$ cat src/rtl/sdPackPkg.sv
package sdPackPkg;
  localparam logic [7:0] ADDR_STATUS = 8'h20;
  localparam logic [7:0] ADDR_DEBUG  = 8'h34;
  localparam logic [7:0] ADDR_CONFIG = 8'h38;
  localparam logic [7:0] ADDR_BSIZE  = 8'h3C;
  localparam logic [7:0] ADDR_DATA   = 8'h40;
  localparam logic [7:0] ADDR_BCOUNT = 8'h50;

  localparam int ST_DATA  = 0;
  localparam int ST_FIFOERR = 3;
  localparam int ST_DATAIRQ = 8;
  localparam int ST_BLOCK = 9;
  localparam int CFG_DATAEN  = 4;
  localparam int CFG_BLOCKEN = 8;
  localparam logic [9:0] ST_MASK = 10'h309;
  localparam logic [3:0] STATE_DATAMODE = 4'h1;

  typedef struct packed {
    logic hostPush;
    logic hostPop;
    logic rxTake;
    logic rxFinish;
    logic txLoad;
    logic txTake;
    logic clearPack;
  } packStrobeT;
endpackage

$ cat src/rtl/sdPackPath.sv
module sdPackPath
  import sdPackPkg::*;
#(
  parameter int DEPTH = 16,
  parameter int LEN_W = $clog2(DEPTH + 1)
) (
  input  logic             clk,
  input  logic             rstN,
  input  packStrobeT       strobe,
  input  logic [31:0]      hostWdata,
  input  logic [7:0]       rxByte,
  output logic [LEN_W-1:0] fillLevel,
  output logic [31:0]      headWord,
  output logic [1:0]       packIdx,
  output logic [2:0]       txLeft,
  output logic [7:0]       txByte
);
  localparam int PTR_W = (DEPTH > 1) ? $clog2(DEPTH) : 1;

  logic [31:0]      mem [DEPTH];
  logic [PTR_W-1:0] rdPos;
  logic [LEN_W-1:0] len;
  logic [31:0]      acc;
  logic [31:0]      txWord;
  logic [PTR_W:0]   slotSum;
  logic [PTR_W-1:0] wrSlot;
  logic [31:0]      packedWord;
  logic [31:0]      pushWord;
  logic             doPush;
  logic             doPop;

  assign doPush     = strobe.hostPush | strobe.rxFinish;
  assign doPop      = strobe.hostPop | strobe.txLoad;
  assign packedWord = acc | ({24'b0, rxByte} << {packIdx, 3'b000});
  assign pushWord   = strobe.hostPush ? hostWdata : packedWord;
  assign slotSum    = (PTR_W+1)'(rdPos) + (PTR_W+1)'(len);
  assign wrSlot     = (slotSum >= (PTR_W+1)'(DEPTH)) ? PTR_W'(slotSum - (PTR_W+1)'(DEPTH))
                                                     : PTR_W'(slotSum);
  assign headWord   = mem[rdPos];
  assign fillLevel  = len;
  assign txByte     = txWord[7:0];

  always_ff @(posedge clk) begin
    if (doPush) mem[wrSlot] <= pushWord;
  end

  always_ff @(posedge clk or negedge rstN) begin
    if (!rstN) begin
      rdPos <= '0;
      len   <= '0;
    end else begin
      if (doPop) rdPos <= (rdPos == PTR_W'(DEPTH - 1)) ? '0 : rdPos + 1'b1;
      if (doPush && !doPop)      len <= len + 1'b1;
      else if (doPop && !doPush) len <= len - 1'b1;
    end
  end

  always_ff @(posedge clk or negedge rstN) begin
    if (!rstN) begin
      acc     <= '0;
      packIdx <= '0;
      txWord  <= '0;
      txLeft  <= '0;
    end else if (strobe.clearPack) begin
      acc     <= '0;
      packIdx <= '0;
      txWord  <= '0;
      txLeft  <= '0;
    end else begin
      if (strobe.rxTake) begin
        acc     <= strobe.rxFinish ? '0 : packedWord;
        packIdx <= strobe.rxFinish ? '0 : packIdx + 1'b1;
      end
      if (strobe.txLoad) begin
        txWord <= headWord;
        txLeft <= 3'd4;
      end else if (strobe.txTake) begin
        txWord <= txWord >> 8;
        txLeft <= txLeft - 1'b1;
      end
    end
  end


  no_overflow_chk: assert property (@(posedge clk) disable iff (!rstN)
    doPush |-> (len < LEN_W'(DEPTH)));

  no_underflow_chk: assert property (@(posedge clk) disable iff (!rstN)
    doPop |-> (len != '0));

  fill_step_chk: assert property (@(posedge clk) disable iff (!rstN)
    (doPush && !doPop) |=> (len == $past(len) + 1'b1));

  tx_load_idle_chk: assert property (@(posedge clk) disable iff (!rstN)
    strobe.txLoad |-> (txLeft == 3'd0));
endmodule

$ cat src/rtl/sdPackCtrl.sv
module sdPackCtrl
  import sdPackPkg::*;
#(
  parameter int DEPTH  = 16,
  parameter int LEN_W  = $clog2(DEPTH + 1),
  parameter int SIZE_W = 10,
  parameter int BLK_W  = 9,
  parameter int CNT_W  = SIZE_W + BLK_W
) (
  input  logic             clk,
  input  logic             rstN,
  input  logic             xferWrite,
  input  logic             regWrEn,
  input  logic             regRdEn,
  input  logic [7:0]       regAddr,
  input  logic [31:0]      regWdata,
  output logic [31:0]      regRdata,
  input  logic             cardRxValid,
  output logic             cardRxReady,
  output logic             cardTxValid,
  input  logic             cardTxReady,
  input  logic [LEN_W-1:0] fillLevel,
  input  logic [31:0]      headWord,
  input  logic [1:0]       packIdx,
  input  logic [2:0]       txLeft,
  output packStrobeT       strobe
);
  logic [10:0]       cfgReg;
  logic [SIZE_W-1:0] bsReg;
  logic [BLK_W-1:0]  bcReg;
  logic [CNT_W-1:0]  remCnt;
  logic [SIZE_W-1:0] blkLeft;
  logic [9:0]        statusReg;
  logic [3:0]        dbgState;
  logic [9:0]        stSet;
  logic [9:0]        stClr;
  logic wrData, rdData, wrBcount, wrStatus, wrDebug;
  logic isFull, isEmpty, cntLive, byteStep, dataEvt, blkEvt, fifoErr;

  assign wrData   = regWrEn && (regAddr == ADDR_DATA);
  assign rdData   = regRdEn && (regAddr == ADDR_DATA);
  assign wrBcount = regWrEn && (regAddr == ADDR_BCOUNT);
  assign wrStatus = regWrEn && (regAddr == ADDR_STATUS);
  assign wrDebug  = regWrEn && (regAddr == ADDR_DEBUG);
  assign isFull   = (fillLevel == LEN_W'(DEPTH));
  assign isEmpty  = (fillLevel == '0);
  assign cntLive  = (remCnt != '0);

  assign cardRxReady = !xferWrite && cntLive && !isFull && !wrData && !wrBcount;
  assign cardTxValid = xferWrite && cntLive && (txLeft != 3'd0) && !wrBcount;

  always_comb begin
    strobe           = '0;
    strobe.hostPush  = wrData && !isFull;
    strobe.hostPop   = rdData && !isEmpty;
    strobe.rxTake    = cardRxReady && cardRxValid;
    strobe.rxFinish  = strobe.rxTake && ((packIdx == 2'd3) || (remCnt == CNT_W'(1)));
    strobe.txTake    = cardTxValid && cardTxReady;
    strobe.txLoad    = xferWrite && cntLive && (txLeft == 3'd0) && !isEmpty && !rdData && !wrBcount;
    strobe.clearPack = wrBcount;
  end

  assign byteStep = strobe.rxTake || strobe.txTake;
  assign dataEvt  = strobe.hostPush || strobe.hostPop || strobe.rxFinish || strobe.txLoad;
  assign fifoErr  = (wrData && isFull) || (rdData && isEmpty);
  assign blkEvt   = byteStep && (bsReg != '0) && (blkLeft == SIZE_W'(1)) && cfgReg[CFG_BLOCKEN];

  always_comb begin
    stSet = '0;
    stSet[ST_DATA]    = dataEvt;
    stSet[ST_DATAIRQ] = dataEvt && cfgReg[CFG_DATAEN];
    stSet[ST_FIFOERR] = fifoErr;
    stSet[ST_BLOCK]   = blkEvt;
    stClr = wrStatus ? (regWdata[9:0] & ST_MASK) : '0;
  end

  always_ff @(posedge clk or negedge rstN) begin
    if (!rstN) begin
      cfgReg    <= '0;
      bsReg     <= '0;
      bcReg     <= '0;
      remCnt    <= '0;
      blkLeft   <= '0;
      statusReg <= '0;
      dbgState  <= '0;
    end else begin
      statusReg <= (statusReg & ~stClr) | stSet;
      if (regWrEn && regAddr == ADDR_CONFIG) cfgReg <= regWdata[10:0];
      if (regWrEn && regAddr == ADDR_BSIZE)  bsReg  <= regWdata[SIZE_W-1:0];
      if (wrBcount) begin
        bcReg   <= regWdata[BLK_W-1:0];
        remCnt  <= CNT_W'(regWdata[BLK_W-1:0]) * CNT_W'(bsReg);
        blkLeft <= bsReg;
      end else if (byteStep) begin
        remCnt  <= remCnt - 1'b1;
        blkLeft <= (blkLeft <= SIZE_W'(1)) ? bsReg : blkLeft - 1'b1;
      end
      if (wrDebug) dbgState <= regWdata[3:0];
      else if (byteStep && remCnt == CNT_W'(1)) dbgState <= STATE_DATAMODE;
    end
  end

  always_comb begin
    regRdata = '0;
    if (regRdEn) begin
      unique case (regAddr)
        ADDR_STATUS: regRdata = 32'(statusReg);
        ADDR_DEBUG:  regRdata = (32'(fillLevel) << 4) | 32'(dbgState);
        ADDR_CONFIG: regRdata = 32'(cfgReg);
        ADDR_BSIZE:  regRdata = 32'(bsReg);
        ADDR_BCOUNT: regRdata = 32'(bcReg);
        ADDR_DATA:   regRdata = isEmpty ? 32'h0 : headWord;
        default:     regRdata = '0;
      endcase
    end
  end


  count_step_chk: assert property (@(posedge clk) disable iff (!rstN)
    (byteStep && !wrBcount) |=> (remCnt == $past(remCnt) - 1'b1));

  state_done_chk: assert property (@(posedge clk) disable iff (!rstN)
    (byteStep && remCnt == CNT_W'(1) && !wrDebug) |=> (dbgState == STATE_DATAMODE));

  pop_empty_chk: assert property (@(posedge clk) disable iff (!rstN)
    (rdData && isEmpty) |=> statusReg[ST_FIFOERR]);

  count_load_chk: assert property (@(posedge clk) disable iff (!rstN)
    wrBcount |=> (remCnt == CNT_W'($past(regWdata[BLK_W-1:0])) * CNT_W'($past(bsReg))));
endmodule

$ cat src/rtl/sdPackEngine.sv
module sdPackEngine
  import sdPackPkg::*;
#(
  parameter int DEPTH  = 16,
  parameter int SIZE_W = 10,
  parameter int BLK_W  = 9
) (
  input  logic        clk,
  input  logic        rstN,
  input  logic        xferWrite,
  input  logic        regWrEn,
  input  logic        regRdEn,
  input  logic [7:0]  regAddr,
  input  logic [31:0] regWdata,
  output logic [31:0] regRdata,
  input  logic        cardRxValid,
  input  logic [7:0]  cardRxData,
  output logic        cardRxReady,
  output logic        cardTxValid,
  output logic [7:0]  cardTxData,
  input  logic        cardTxReady
);
  localparam int LEN_W = $clog2(DEPTH + 1);
  localparam int CNT_W = SIZE_W + BLK_W;

  packStrobeT       strobe;
  logic [LEN_W-1:0] fillLevel;
  logic [31:0]      headWord;
  logic [1:0]       packIdx;
  logic [2:0]       txLeft;

  sdPackCtrl #(.DEPTH(DEPTH), .LEN_W(LEN_W), .SIZE_W(SIZE_W), .BLK_W(BLK_W), .CNT_W(CNT_W)) u_ctrl (
    .clk(clk), .rstN(rstN), .xferWrite(xferWrite),
    .regWrEn(regWrEn), .regRdEn(regRdEn), .regAddr(regAddr), .regWdata(regWdata), .regRdata(regRdata),
    .cardRxValid(cardRxValid), .cardRxReady(cardRxReady),
    .cardTxValid(cardTxValid), .cardTxReady(cardTxReady),
    .fillLevel(fillLevel), .headWord(headWord), .packIdx(packIdx), .txLeft(txLeft),
    .strobe(strobe)
  );

  sdPackPath #(.DEPTH(DEPTH), .LEN_W(LEN_W)) u_path (
    .clk(clk), .rstN(rstN), .strobe(strobe), .hostWdata(regWdata), .rxByte(cardRxData),
    .fillLevel(fillLevel), .headWord(headWord), .packIdx(packIdx), .txLeft(txLeft),
    .txByte(cardTxData)
  );
endmodule

$ cat config.mk
export PLATFORM = sky130hd
export DESIGN_NAME = sdPackEngine
export DESIGN_NICKNAME = d
export VERILOG_FILES = /design/src/rtl/sdPackPkg.sv /design/src/rtl/sdPackPath.sv /design/src/rtl/sdPackCtrl.sv /design/src/rtl/sdPackEngine.sv
export SDC_FILE = /design/constraint.sdc
export NUM_CORES = 1
export LEC_CHECK = 0
export BUFFER_PORTS_ARGS = -buffer_cell sky130_fd_sc_hd__clkbuf_2
export CORE_ASPECT_RATIO = 0.7
export CORE_MARGIN = 5
export CORE_UTILIZATION = 67
export CTS_CLUSTER_DIAMETER = 150
export DETAILED_ROUTE_END_ITERATION = 6
export PLACE_DENSITY = 0.94
export REMOVE_ABC_BUFFERS = 1
export SYNTH_ARGS = -nofsm -noshare
export SYNTH_HDL_FRONTEND = slang
export SYNTH_SLANG_ARGS = --single-unit
$ cat constraint.sdc
create_clock -name clk -period 11.1 [get_ports clk]
set_input_delay 1.11 -clock clk [delete_from_list [all_inputs] [get_ports clk]]
set_output_delay 1.11 -clock clk [all_outputs]
set_load 0.05 [all_outputs]
==> summary.txt <==
Clocking
  – CTS tree: built
  – Clk sinks: approximately 660
  – # hold bufs at CTS: 0
  – CTS Root Cell: clkbuf_16
  – Worst-path clk slew: 0.06 ns
  – Max clock buf depth: 3
  – Total CTS buffers: 59
  – # H-tree levels: 2
  – Later-pin clock latency in the skew report: 0.64 ns
  – Resized Gates After CTS: 0
  – Setup bufs post-CTS: 0

GRT
  – Initial antenna violation count: 4
  – Vias in the first global route: 21800
  – Gr ovfl total: 0
  – First-pass GRT wire length: 134000 um
  – GRT Total Usage: 0.356
  – Largest net degree at the start of global routing: between 90 and 100

Floorplan
  – Die area: 49800 um2
  – Die H: around 190 um
  – Initial Util: 0.675
  – Die width: approximately 260 um
  – Area of the core: 45000 um2
  – Placement row count: between 60 and 70
  – IO Count: 97

Power
  – Pwr Total: 8.15 mW
  – PD cells: 242 nW/um2
  – Worst vdd ir: 0.188 mV
  – Pleak: 13.0 nW

Detailed routing
  – Post-DRT Antenna Nets: 0
  – Metal2 WL: 40900 um
  – WL final: 90000 um
  – WL met1: 28800 um
  – Vias/cell: 7.55
  – Vias: 21500
  – Met3 WL: 14200 um
  – Uppermost routed layer: met5
  – DRT Pass-1 Iters: 7
  – DRC violations left: 9
  – DR iter-0 viols: between 3000 and 4000
  – Per-cell routed wire length: 31.6 um

Worst setup path
  – Crit path arrival time: around 4.7 ns
  – CP Launch Type: input pin
  – Setup CP Type: input pin to output pin
  – Critical path fanouts, max: 11
  – Crit path required time: 9.99 ns
  – Crit. End Element: output pin

Logic synthesis
  – Synthesized flop and latch total: 657
  – Cell Area, Synth: 30400 um2
  – Asr flop ratio synth: 0.221
  – Largest cells by area after synthesis: edfxtp_1 (51%), dfrtp_1 (12%), mux4_2 (4.7%), mux2i_1 (4.4%), fa_1 (3.9%)
  – Most instantiated cells after synthesis: edfxtp_1 (512), nand2_1 (169), dfrtp_1 (145), mux2i_1 (135)
  – Most frequent cell after synthesis: edfxtp_1
  – Number of synthesized flops with an enable pin: slightly above 500
  – Syn Area/Cell: 14.3 um2
  – Leading area contributor after synthesis: edfxtp_1
  – Post-synth top area share: 0.506
  – Primary FF master, synth: edfxtp_1
  – Post-Syn Instances: between 2000 and 2500
  – Register area share after synthesis: 0.626
  – Distinct cells, synth: 67
  – Syn. warnings: 0

Layout
  – Area Growth Syn to Fin: 10.8%
  – Layout cell share with drive strength beyond 1: 0.162
  – Fill cells: 2328
  – Fin util: 0.748
  – Nets@finish: 2364
  – Diode count: 0

Place
  – Input/output buffers: 96
  – GP Congestion: 0.929
  – Post-detail-place hpwl: 49200 um
  – Setup WS pre-CTS: 5.43 ns

Outcome
  – Status: complete, but fails checks
  – Violated checks: design-rule violations, max-capacitance violations, max-slew violations

Timing
  – Period Utilization, post-route: 0.520
  – Setup_tns: 0 ns
  – Worst-margin pin slew: ~1.6 ns
  – Final Critical Period: 5.77 ns
  – Hold Slack: 0.482 ns
  – Slew margin rel.: -0.0531
  – Max Fclk: 173 MHz
  – Fin worst setup slack: 5.33 ns
  – Final Hold Vio Count: 0
  – Clock Skews: around 0.022 ns
  – Max-slew violations: 10
  – Unrepaired setup endpoints after global routing: no
  – # setup viols final: 0

Run
  – Max-Cap Viols: 1

Hold path
  – Worst hold path type: flip-flop to flip-flop
[power by group]
part / switching (mW) / total [mW] / internal (mW) / leakage (nW)
clock: 0.937 / 2.20 / 1.26 / 1.00
sequential: 0.260 / 3.42 / 3.16 / 6.50
combinational: 1.65 / 2.54 / 0.883 / 5.46
total: 2.85 / 8.15 / 5.30 / 13.0
[critical path, cell delays in order]
cell       delay [ns]
clkbuf_2         0.12
nor4b_1          1.11
o21ai_0          0.24
o21ai_0          0.22
nand2_1          0.38
nor3b_2          0.83
o2bb2ai_1        0.28
clkbuf_2         0.35
[sequential cells by signal (all words and copies together) (netlist names)]
name	flops
u_path.acc	32
u_ctrl.blkLeft	10
u_path.packIdx	2
u_ctrl.bcReg	9
u_path.mem	512
u_ctrl.statusReg	4
u_ctrl.remCnt	19
u_path.txLeft	3
u_ctrl.bsReg	10
u_path.fillLevel	5
u_ctrl.dbgState	4
u_path.rdPos	4
u_path.txWord	32
u_ctrl.cfgReg	11
[placed cells by master, fill, tap and decap left out, types with 9 or more instances in the layout]
| cell type | synthesis | layout |
|---|---|---|
| edfxtp_1 | 512 | 512 |
| nand2_1 | 169 | 169 |
| dfrtp_1 | 145 | 143 |
| mux2i_1 | 135 | 135 |
| a21oi_1 | 96 | 96 |
| clkbuf_2 | 0 | 95 |
| inv_1 | 94 | 94 |
| o21ai_0 | 96 | 78 |
| a221oi_1 | 67 | 67 |
| mux4_2 | 64 | 64 |
| clkbuf_16 | 0 | 61 |
| fa_1 | 59 | 59 |
| and2_1 | 59 | 58 |
| ha_1 | 54 | 54 |
| buf_4 | 9 | 53 |
| a21o_1 | 43 | 43 |
| a22o_1 | 42 | 42 |
| a22oi_1 | 37 | 37 |
| nor2_1 | 53 | 35 |
| xnor2_1 | 27 | 27 |
| nor3_1 | 27 | 26 |
| mux2_2 | 24 | 24 |
| a32o_1 | 23 | 23 |
| nand3_1 | 22 | 22 |
| o21ai_1 | 1 | 19 |
| nor2_4 | 0 | 17 |
| clkbuf_1 | 83 | 15 |
| nor4_1 | 15 | 13 |
| or4_1 | 12 | 12 |
| and3_1 | 11 | 10 |
| xor2_1 | 10 | 10 |
| bufinv_16 | 0 | 9 |
[kinds of logic (layout without fill, tap and decap cells)]
group / Yosys count / count (layout) / share of synthesized area
DFF: 657 / 657 / 0.626
AOI/OAI and AO/OA: 456 / 456 / 0.105
and+or+nand+nor: 406 / 406 / 0.0660
buffers and inverters: 230 / 355 / 0.0309
muxes: 223 / 223 / 0.101
adders and majority gates: 113 / 113 / 0.0611
xor gates and xnor gates: 37 / 37 / 0.0107
[final cells by class]
type                            instances  area, um2  share of cell area
Sequential cell                       657      19000               0.565
Multi-Input combinational cell       1235      10600               0.315
Clock buffer                           82       1670              0.0495
Timing Repair Buffer                  149        885              0.0263
Tap cell                              603        754              0.0224
Clock inverter                         30        398              0.0118
Inverter                               94        353              0.0105
[metrics by stage]
stage | instance area (um2) | cells
detailed placement | 31600 | 2738
finish | 33700 | 2850
global route | 33700 | 2850
floorplan | 29800 | 1986
global placement | 31600 | 2738
CTS | 33700 | 2850
[metal layers]
layer	global-route usage	vias up
li1	-	8261
met1	0.461	10300
met2	0.551	2345
met3	0.109	569
met4	0.187	4
met5	0	-
[final timing paths]
check,from,end,slack (ns),cells after the start
hold / removal,u_path.txWord[5]$_DFFE_PN0P_,u_path.txWord[5]$_DFFE_PN0P_,0.48,1
setup / recovery,regAddr[4],regRdata[0],5.33,8
hold reg to reg,u_path.txWord[5]$_DFFE_PN0P_,u_path.txWord[5]$_DFFE_PN0P_,0.48,1
setup reg to reg,u_ctrl.bsReg[5]$_DFFE_PN0P_,u_ctrl.remCnt[18]$_DFFE_PN0P_,5.96,15
min in group asynchronous,rstN,u_ctrl.remCnt[17]$_DFFE_PN0P_,0.59,1
max in group asynchronous,rstN,u_ctrl.bsReg[3]$_DFFE_PN0P_,9.20,2
Note: power is estimated with default switching activity, not from simulation.
